==> config.mk <==
export PLATFORM = sky130hd
export DESIGN_NAME = i2c_cond_mon
export DESIGN_NICKNAME = d
export VERILOG_FILES = /design/src/rtl/i2cmon_pkg.sv /design/src/rtl/line_filter.sv /design/src/rtl/cond_detect.sv /design/src/rtl/stuck_det.sv /design/src/rtl/i2c_cond_mon.sv
export SDC_FILE = /design/constraint.sdc
export NUM_CORES = 1
export LEC_CHECK = 0
export ABC_AREA = 1
export BUFFER_PORTS_ARGS = -buffer_cell sky130_fd_sc_hd__buf_2
export CAP_MARGIN = 40
export CORE_MARGIN = 3
export CORE_UTILIZATION = 56
export DETAILED_ROUTE_END_ITERATION = 6
export GPL_TIMING_DRIVEN = 0
export PLACE_DENSITY = 0.75
export SETUP_SLACK_MARGIN = 0.1
export SYNTH_ARGS = -nofsm -noshare
export SYNTH_HDL_FRONTEND = slang
export SYNTH_SLANG_ARGS = --single-unit
==> constraint.sdc <==
create_clock -name clk_i -period 3 [get_ports clk_i]
set_clock_uncertainty 0.05 [all_clocks]
set_input_delay 0 -clock clk_i [delete_from_list [all_inputs] [get_ports clk_i]]
set_output_delay 0 -clock clk_i [all_outputs]
set_load 0.01 [all_outputs]
==> src/rtl/i2cmon_pkg.sv <==
package i2cmon_pkg;
  localparam int BIT_CNT_W = 4;
  localparam int BITS_PER_SLOT = 9;

  typedef enum logic [1:0] {
    ST_IDLE = 2'd0,
    ST_BUSY = 2'd1,
    ST_FREE = 2'd2
  } bus_st_e;
endpackage

==> src/rtl/line_filter.sv <==
module line_filter #(
  parameter int FILT_LEN = 3
) (
  input  logic clk_i,
  input  logic rst_ni,
  input  logic line_i,
  output logic line_o
);
  localparam int HALF = FILT_LEN / 2;
  localparam int CW   = $clog2(FILT_LEN + 1);

  logic                s1_q, s2_q;
  logic [FILT_LEN-1:0] win_q;
  logic                filt_q;
  logic [CW-1:0]       ones;

  always_comb begin
    ones = '0;
    for (int i = 0; i < FILT_LEN; i++) ones = ones + CW'(win_q[i]);
  end

  always_ff @(posedge clk_i or negedge rst_ni) begin
    if (!rst_ni) begin
      s1_q   <= 1'b1;
      s2_q   <= 1'b1;
      win_q  <= '1;
      filt_q <= 1'b1;
    end else begin
      s1_q   <= line_i;
      s2_q   <= s1_q;
      win_q  <= {win_q[FILT_LEN-2:0], s2_q};
      filt_q <= (int'(ones) > HALF);
    end
  end

  assign line_o = filt_q;

  // filtered output moves only toward the newest window sample
  a_r1_follow_newest: assert property (@(posedge clk_i) disable iff (!rst_ni)
    !$stable(filt_q) |-> filt_q == $past(win_q[0]));
endmodule

==> src/rtl/cond_detect.sv <==
module cond_detect
  import i2cmon_pkg::*;
#(
  parameter int CNT_W = 16
) (
  input  logic                 clk_i,
  input  logic                 rst_ni,
  input  logic                 scl_f_i,
  input  logic                 sda_f_i,
  input  logic [CNT_W-1:0]     free_cyc_i,
  output logic                 start_o,
  output logic                 rstart_o,
  output logic                 stop_o,
  output logic                 busy_o,
  output logic [BIT_CNT_W-1:0] bit_cnt_o
);
  logic       scl_q, sda_q;
  logic       start_c, stop_c, scl_rise;
  bus_st_e    st_q;
  logic [CNT_W-1:0]     free_q;
  logic [BIT_CNT_W-1:0] cnt_q;

  assign start_c  = scl_f_i & scl_q & sda_q & ~sda_f_i;
  assign stop_c   = scl_f_i & scl_q & ~sda_q & sda_f_i;
  assign scl_rise = scl_f_i & ~scl_q;

  always_ff @(posedge clk_i or negedge rst_ni) begin
    if (!rst_ni) begin
      scl_q    <= 1'b1;
      sda_q    <= 1'b1;
      st_q     <= ST_IDLE;
      free_q   <= '0;
      cnt_q    <= '0;
      start_o  <= 1'b0;
      rstart_o <= 1'b0;
      stop_o   <= 1'b0;
    end else begin
      scl_q    <= scl_f_i;
      sda_q    <= sda_f_i;
      start_o  <= start_c & (st_q != ST_BUSY);
      rstart_o <= start_c & (st_q == ST_BUSY);
      stop_o   <= stop_c;
      if (start_c) begin
        st_q <= ST_BUSY;
      end else if (stop_c) begin
        if (st_q != ST_IDLE) begin
          st_q   <= ST_FREE;
          free_q <= free_cyc_i;
        end
      end else if (st_q == ST_FREE) begin
        if (free_q == '0) st_q <= ST_IDLE;
        else              free_q <= free_q - 1'b1;
      end
      if (start_c)
        cnt_q <= '0;
      else if (scl_rise)
        cnt_q <= (int'(cnt_q) == BITS_PER_SLOT - 1) ? '0 : cnt_q + 1'b1;
    end
  end

  assign busy_o    = (st_q != ST_IDLE);
  assign bit_cnt_o = cnt_q;

  a_r10_exclusive: assert property (@(posedge clk_i) disable iff (!rst_ni)
    !(start_o && stop_o) && !(rstart_o && stop_o));
  a_r10_one_cycle: assert property (@(posedge clk_i) disable iff (!rst_ni)
    (start_o || rstart_o || stop_o) |=> !(start_o || rstart_o || stop_o));
  a_r2_start_busy: assert property (@(posedge clk_i) disable iff (!rst_ni)
    start_o |-> busy_o && bit_cnt_o == '0);
  a_r3_rstart_busy: assert property (@(posedge clk_i) disable iff (!rst_ni)
    rstart_o |-> busy_o && bit_cnt_o == '0);
  a_r6_cnt_range: assert property (@(posedge clk_i) disable iff (!rst_ni)
    int'(bit_cnt_o) < BITS_PER_SLOT);
  a_r5_fall_on_expiry: assert property (@(posedge clk_i) disable iff (!rst_ni)
    $fell(busy_o) |-> $past(free_q) == '0);
endmodule

==> src/rtl/stuck_det.sv <==
module stuck_det #(
  parameter int CNT_W = 16
) (
  input  logic             clk_i,
  input  logic             rst_ni,
  input  logic             scl_f_i,
  input  logic [CNT_W-1:0] stuck_cyc_i,
  output logic             stuck_o
);
  logic [CNT_W-1:0] low_q;

  always_ff @(posedge clk_i or negedge rst_ni) begin
    if (!rst_ni) begin
      low_q   <= '0;
      stuck_o <= 1'b0;
    end else if (scl_f_i) begin
      low_q   <= '0;
      stuck_o <= 1'b0;
    end else if (low_q >= stuck_cyc_i) begin
      stuck_o <= 1'b1;
    end else begin
      low_q <= low_q + 1'b1;
    end
  end

  a_r8_clear_high: assert property (@(posedge clk_i) disable iff (!rst_ni)
    scl_f_i |=> !stuck_o);
  a_r8_rise_low: assert property (@(posedge clk_i) disable iff (!rst_ni)
    $rose(stuck_o) |-> !$past(scl_f_i));
endmodule

==> src/rtl/i2c_cond_mon.sv <==
module i2c_cond_mon
  import i2cmon_pkg::*;
#(
  parameter int FILT_LEN = 3,
  parameter int CNT_W    = 16
) (
  input  logic                 clk_i,
  input  logic                 rst_ni,
  input  logic                 scl_i,
  input  logic                 sda_i,
  input  logic [CNT_W-1:0]     free_cyc_i,
  input  logic [CNT_W-1:0]     stuck_cyc_i,
  output logic                 start_o,
  output logic                 rstart_o,
  output logic                 stop_o,
  output logic                 busy_o,
  output logic [BIT_CNT_W-1:0] bit_cnt_o,
  output logic                 scl_stuck_o
);
  localparam int NLINES = 2;

  logic [NLINES-1:0] raw, filt;
  assign raw = {sda_i, scl_i};

  for (genvar g = 0; g < NLINES; g++) begin : g_line
    line_filter #(.FILT_LEN(FILT_LEN)) u_filt (
      .clk_i  (clk_i),
      .rst_ni (rst_ni),
      .line_i (raw[g]),
      .line_o (filt[g])
    );
  end

  cond_detect #(.CNT_W(CNT_W)) u_cond (
    .clk_i      (clk_i),
    .rst_ni     (rst_ni),
    .scl_f_i    (filt[0]),
    .sda_f_i    (filt[1]),
    .free_cyc_i (free_cyc_i),
    .start_o    (start_o),
    .rstart_o   (rstart_o),
    .stop_o     (stop_o),
    .busy_o     (busy_o),
    .bit_cnt_o  (bit_cnt_o)
  );

  stuck_det #(.CNT_W(CNT_W)) u_stuck (
    .clk_i       (clk_i),
    .rst_ni      (rst_ni),
    .scl_f_i     (filt[0]),
    .stuck_cyc_i (stuck_cyc_i),
    .stuck_o     (scl_stuck_o)
  );
endmodule

* After elaboration in Yosys (flattened, before gate mapping) *
Cells that the tools add are included.

word-level totals
  register bits after elaboration = 56
  word-level logic and storage cells = 73

cells by class
  reduce and logical (&&, ||, !) cells = 9
  add/sub/neg operators = 7
  $lt $le $gt $ge = 3
  mux-type cells = 16
  equality and inequality tests = 8
  bitwise logic cells = 12

operator list
  operator                                             count
  2-to-1 mux 16 bit                                    6
  adder 16 x 1 -> 16 bit, second input constant        1
  >= comparator 16 bit                                 1
  logical NOT 16 bit                                   1
  subtractor 16 x 1 -> 16 bit, second input constant   1
  2-to-1 mux 4 bit                                     3
  2-to-1 mux 2 bit                                     5
  bitwise AND 1 bit                                    8
  nonzero test 2 bit                                   4
  nonzero test 3 bit                                   2
  adder 1 x 1 -> 2 bit                                 2
  adder 2 x 1 -> 2 bit                                 2
  adder 4 x 1 -> 4 bit, second input constant          1
  equality test 4 bit, second input constant           1
  > comparator 2 x 1 -> 1 bit, second input constant   2
  != test 2 x 1 -> 1 bit, second input constant        2
  != test 2 bit, second input constant                 2
  NOT 1 bit                                            4
  AND reduction 4 bit                                  1
  != test 3 x 2 -> 1 bit, second input constant        1
  AND reduction 3 bit                                  1
  equality test 2 x 1 -> 1 bit, second input constant  1
  equality test 2 bit, second input constant           1
  2-to-1 mux 1 bit                                     2

* Longest topological paths before layout *
  depth in word-level cells = 5
  gate-level depth with buffers = 14
  depth with buffers taken out = 13

* Modules after synthesis *
A second synthesis with hierarchy kept.

second synthesis, totals
  cells, all modules = 497
  area total of the unflattened synthesis = 3,752.3 sq um

modules (own cells, without submodules)
  module       instances  seq. area each (sq um)  area an instance (sq um)  cells an instance
  cond_detect  1          678.2                   1,751.7                   252
  stuck_det    1          425.4                   1,637.8                   225
  line_filter  2          157.7                   181.4                     10

* Worst setup path after synthesis *
OpenSTA, ideal clock, no wires.

  path kind = reg2reg
  start point = register u_stuck.low_q[3]
  end point = register u_stuck.low_q[6]
  clock period less this slack = 1.649 ns
  cell stages (with the launch flop) = 13
  arrival = 1.481 ns
  buffers on the path = 1
  slack = 1.351 ns
  cells stage by stage = dfrtp_1 ha_1 nand2_1 nor2_1 nor2_1 nand2_1 nand2_1 nand2_1 nand2_2 nand2_4 buf_6 nand3_1 nand2_1

between the ends
  word-level cells in the longest chain between the ends = 3
  elaborated cells on any way between the ends = 5
  classes of those cells = add/sub (1); order compare (1); eq/ne (1); mux (2)

ends and longest elaborated chain
  what                    line             source
  start, declared         stuck_det.sv:10  logic [CNT_W-1:0] low_q;
  start signal, assigned  stuck_det.sv:22  low_q <= low_q + 1'b1;
  adder 16 x 1 -> 16 bit  stuck_det.sv:22
  2-to-1 mux 16 bit       stuck_det.sv:19  end else if (low_q >= stuck_cyc_i) begin
  2-to-1 mux 16 bit       stuck_det.sv:16  end else if (scl_f_i) begin

Parallel ways exist; a longest one is shown, timed or not. The select of a mux whose other input is x is not followed.
A chain may end at the register's enable or synchronous reset.

* Worst setup path after layout *
  start point = register u_stuck.low_q[3]
  end point = register u_stuck.low_q[15]

The elaborated chain is that of the path after synthesis.

==> metrics.csv <==
metric,value,unit
TritonCTS clock tree,yes,
CP Capture Type,flip-flop,
Comb power frac,0.383,
IO buf count,44,
largest net degree at the start of global routing,31,
mapped cell area,3630,um2
fin worst setup slack,1070,ps
RSZ-0062 raised after global routing,false,
Worst-Margin Slew,614,ps
clock root buffer,clkbuf_8,
Crit Reg-Reg Startpoint,u_stuck.low_q[3],
Horiz. Die Dim,86.5,um
clk slew on worst S/H paths,100,ps
fmax,517,MHz
hpwl dp,5860,um
DR WL/cell,12.7,um
Antenna diodes,0,
htree depth,2,
GRT Resource Usage Total,0.232,
critical register-to-register path endpoint,u_stuck.low_q[15],
R2R setup slack,1070,ps
hold_buf cts,18,
Internal Power,1560,uW
core area,6100,um2
minimum clock period,1930,ps
"area leader, netlist",dfrtp_1,
Min-Delay Path Depth,5,
# rows,28,
Psw,1010,uW
Layout area overhead,17.5,%
Worst setup SP type,flip-flop,
total setup buffers inserted after CTS,0,
final hold slack,22.6,ps
outcome,completed,
"FFs w/ async S/R, synth",1.00,
Seq pwr share,0.417,
drt drc,0,
DRT antenna net count,0,
Post-Syn Nets,545,
Final Hold Fails,0,
Place WS,1080,ps
Avg Inst Size Synth,7.47,um2
Resized Gates After CTS,0,
crit path to,u_stuck.low_q[15],
share of cells above drive strength 1,0.187,
GRT Residual Overflow,0,
synth unique cells,33,
Sink Count,56,
worst hold path type,in -> reg,
Leak Pwr,0.00227,uW
routed vias/inst,5.33,
CTS Buffer Depth,2,
launch point of the worst path,u_stuck.low_q[3],
power density over the cells,603,nW/um2
first-pass GRT wire length,14200,um
"top cells by count, synth","nand2_1, inv_1, nor2_1",
GP Congestion,0.875,
ranking of synthesized cells by area,"dfrtp_1, nand2_1, dfstp_2",
1st-iter DRT viols,258,
clk_lat worst skew,310,ps
sw frac,0.394,
"flops & latches, synth",56,
Slew HR,0.591,
final wirelength,8000,um
Slew Limit Fails,0,
Clock power frac,0.201,
"Max FO, Critical Path",10,
max-cap violation count,0,
type of the worst setup path,reg -> reg,
Post-synth EDFFs,0,
top-area cell type share of the netlist area,0.289,
final period utilization,0.644,
nets,615,
DR vias,3370,
worst reg2reg path depth,11,
TritonCTS buffer count,5,
Crit path arrival time,2130,ps
Worst EP required,3200,ps
Initial Util,0.596,
"Warnings, synthesis",0,
setup tns final,0,ps
initial antenna violation count,0,
VDD IR max,0.393,mV
drt first pass iters,5,
die area,7490,um2
Final setup viols,0,
Ports,45,
Cells after Synth,486,
vias in the first global route,3252,
Die Height,86.5,um
ys flop type,dfrtp_1,
most frequent cell after synthesis,nand2_1,
register area share after synthesis,0.391,
layer usage:
layer	global-route usage	share of wire	wire length [um]
met1	0.295	0.44	3530
met2	0.403	0.49	3950
met3	0.0409	0.049	393
met4	0.0708	0.016	127
met5	0	0	0
flip-flops by register name (all words and copies together), names as in the netlist:
name	cells
u_cond.free_q	16
g_line.u_filt.s1_q	2
u_cond.bit_cnt_o	4
u_cond.st_q	2
g_line.u_filt.s2_q	2
u_cond.rstart_o	1
u_stuck.stuck_o	1
u_cond.scl_q	1
u_cond.sda_q	1
g_line.u_filt.win_q	6
u_stuck.low_q	16
u_cond.stop_o	1
g_line.u_filt.line_o	2
u_cond.start_o	1
through the flow:
stage          utilization  power (uW)  instances  area, um2
6_report             0.700        2570        632       4270
5_1_grt              0.700        2810        632       4270
4_1_cts              0.700        2580        632       4270
3_5_place_dp         0.651        2040        606       3970
3_3_place_gp         0.647        2000        605       3950
2_1_floorplan            -        1780        486       3630
how the worst min path moves through the flow:
| stage | to | start | slack, ps |
|---|---|---|---|
| floorplan | u_cond.bit_cnt_o[0] | rst_ni | -350 |
| global placement | g_line[1].u_filt.s1_q | sda_i | 60 |
| detailed placement | u_stuck.low_q[9] | rst_ni | -3 |
| CTS | u_cond.free_q[4] | free_cyc_i[4] | 20 |
| global route | u_cond.free_q[4] | free_cyc_i[4] | 70 |
| finish | u_cond.free_q[4] | free_cyc_i[4] | 20 |
power groups by stage:
stage	clock, uW	combinational [uW]	sequential (uW)
floorplan	0	728	1050
global placement	0	925	1080
detailed placement	0	961	1080
CTS	523	987	1070
global route	553	1150	1100
finish	517	986	1070
final cells by class:
type	instances	area, um2
clock buffer	8	123
tap	75	93.8
timing repair buffer	63	420
fill	520	1830
sequential	56	1420
buffer	12	80.1
inverter	63	238
multi-input combinational	355	1900
cells in the final DEF, fill, tap and decap left out:
| cell type | n |
|---|---|
| nand2_1 | 138 |
| inv_1 | 60 |
| buf_2 | 48 |
| nor2_1 | 45 |
| dfrtp_1 | 42 |
| nand3_1 | 40 |
| nand4_1 | 24 |
| ha_1 | 23 |
| dlygate4sd3_1 | 18 |
| o21ai_0 | 15 |
| dfstp_2 | 14 |
| a21oi_1 | 12 |
| nand2_2 | 9 |
| xor2_1 | 8 |
| nor2_2 | 7 |
| o21ai_2 | 7 |
| nor3_1 | 6 |
| clkbuf_1 | 5 |
| clkbuf_8 | 5 |
| o21ai_1 | 4 |
| buf_6 | 4 |
| xnor2_1 | 3 |
| a21o_1 | 2 |
| o22ai_1 | 2 |
| nand3b_1 | 2 |
| o21bai_1 | 2 |
| clkbuf_16 | 2 |
| nand4_4 | 1 |
| clkinv_2 | 1 |
| o21a_1 | 1 |
| nor2_4 | 1 |
| nand2_4 | 1 |
| clkinv_1 | 1 |
| a21oi_2 | 1 |
| nand3_2 | 1 |
| inv_2 | 1 |
| buf_12 | 1 |
kinds of logic after synthesis:
kind of cell,after synthesis,share of synthesized area
and+or+nand+nor,275,0.340
buffers and inverters,75,0.0875
DFF,56,0.391
AOI/OAI and AO/OA,46,0.0758
adders and majority gates,23,0.0792
xor gates and xnor gates,11,0.0265
critical path, stage by stage, from the launching register on:
cell and delay, ps:
dfrtp_1 460, ha_1 320, nand2_1 90, nor2_1 50
nor2_1 70, nand2_1 70, nand2_1 60, nand2_1 70
nand2_2 180, buf_2 270, nand4_1 110, nand2_1 80
(Power assumes the default switching activity.)
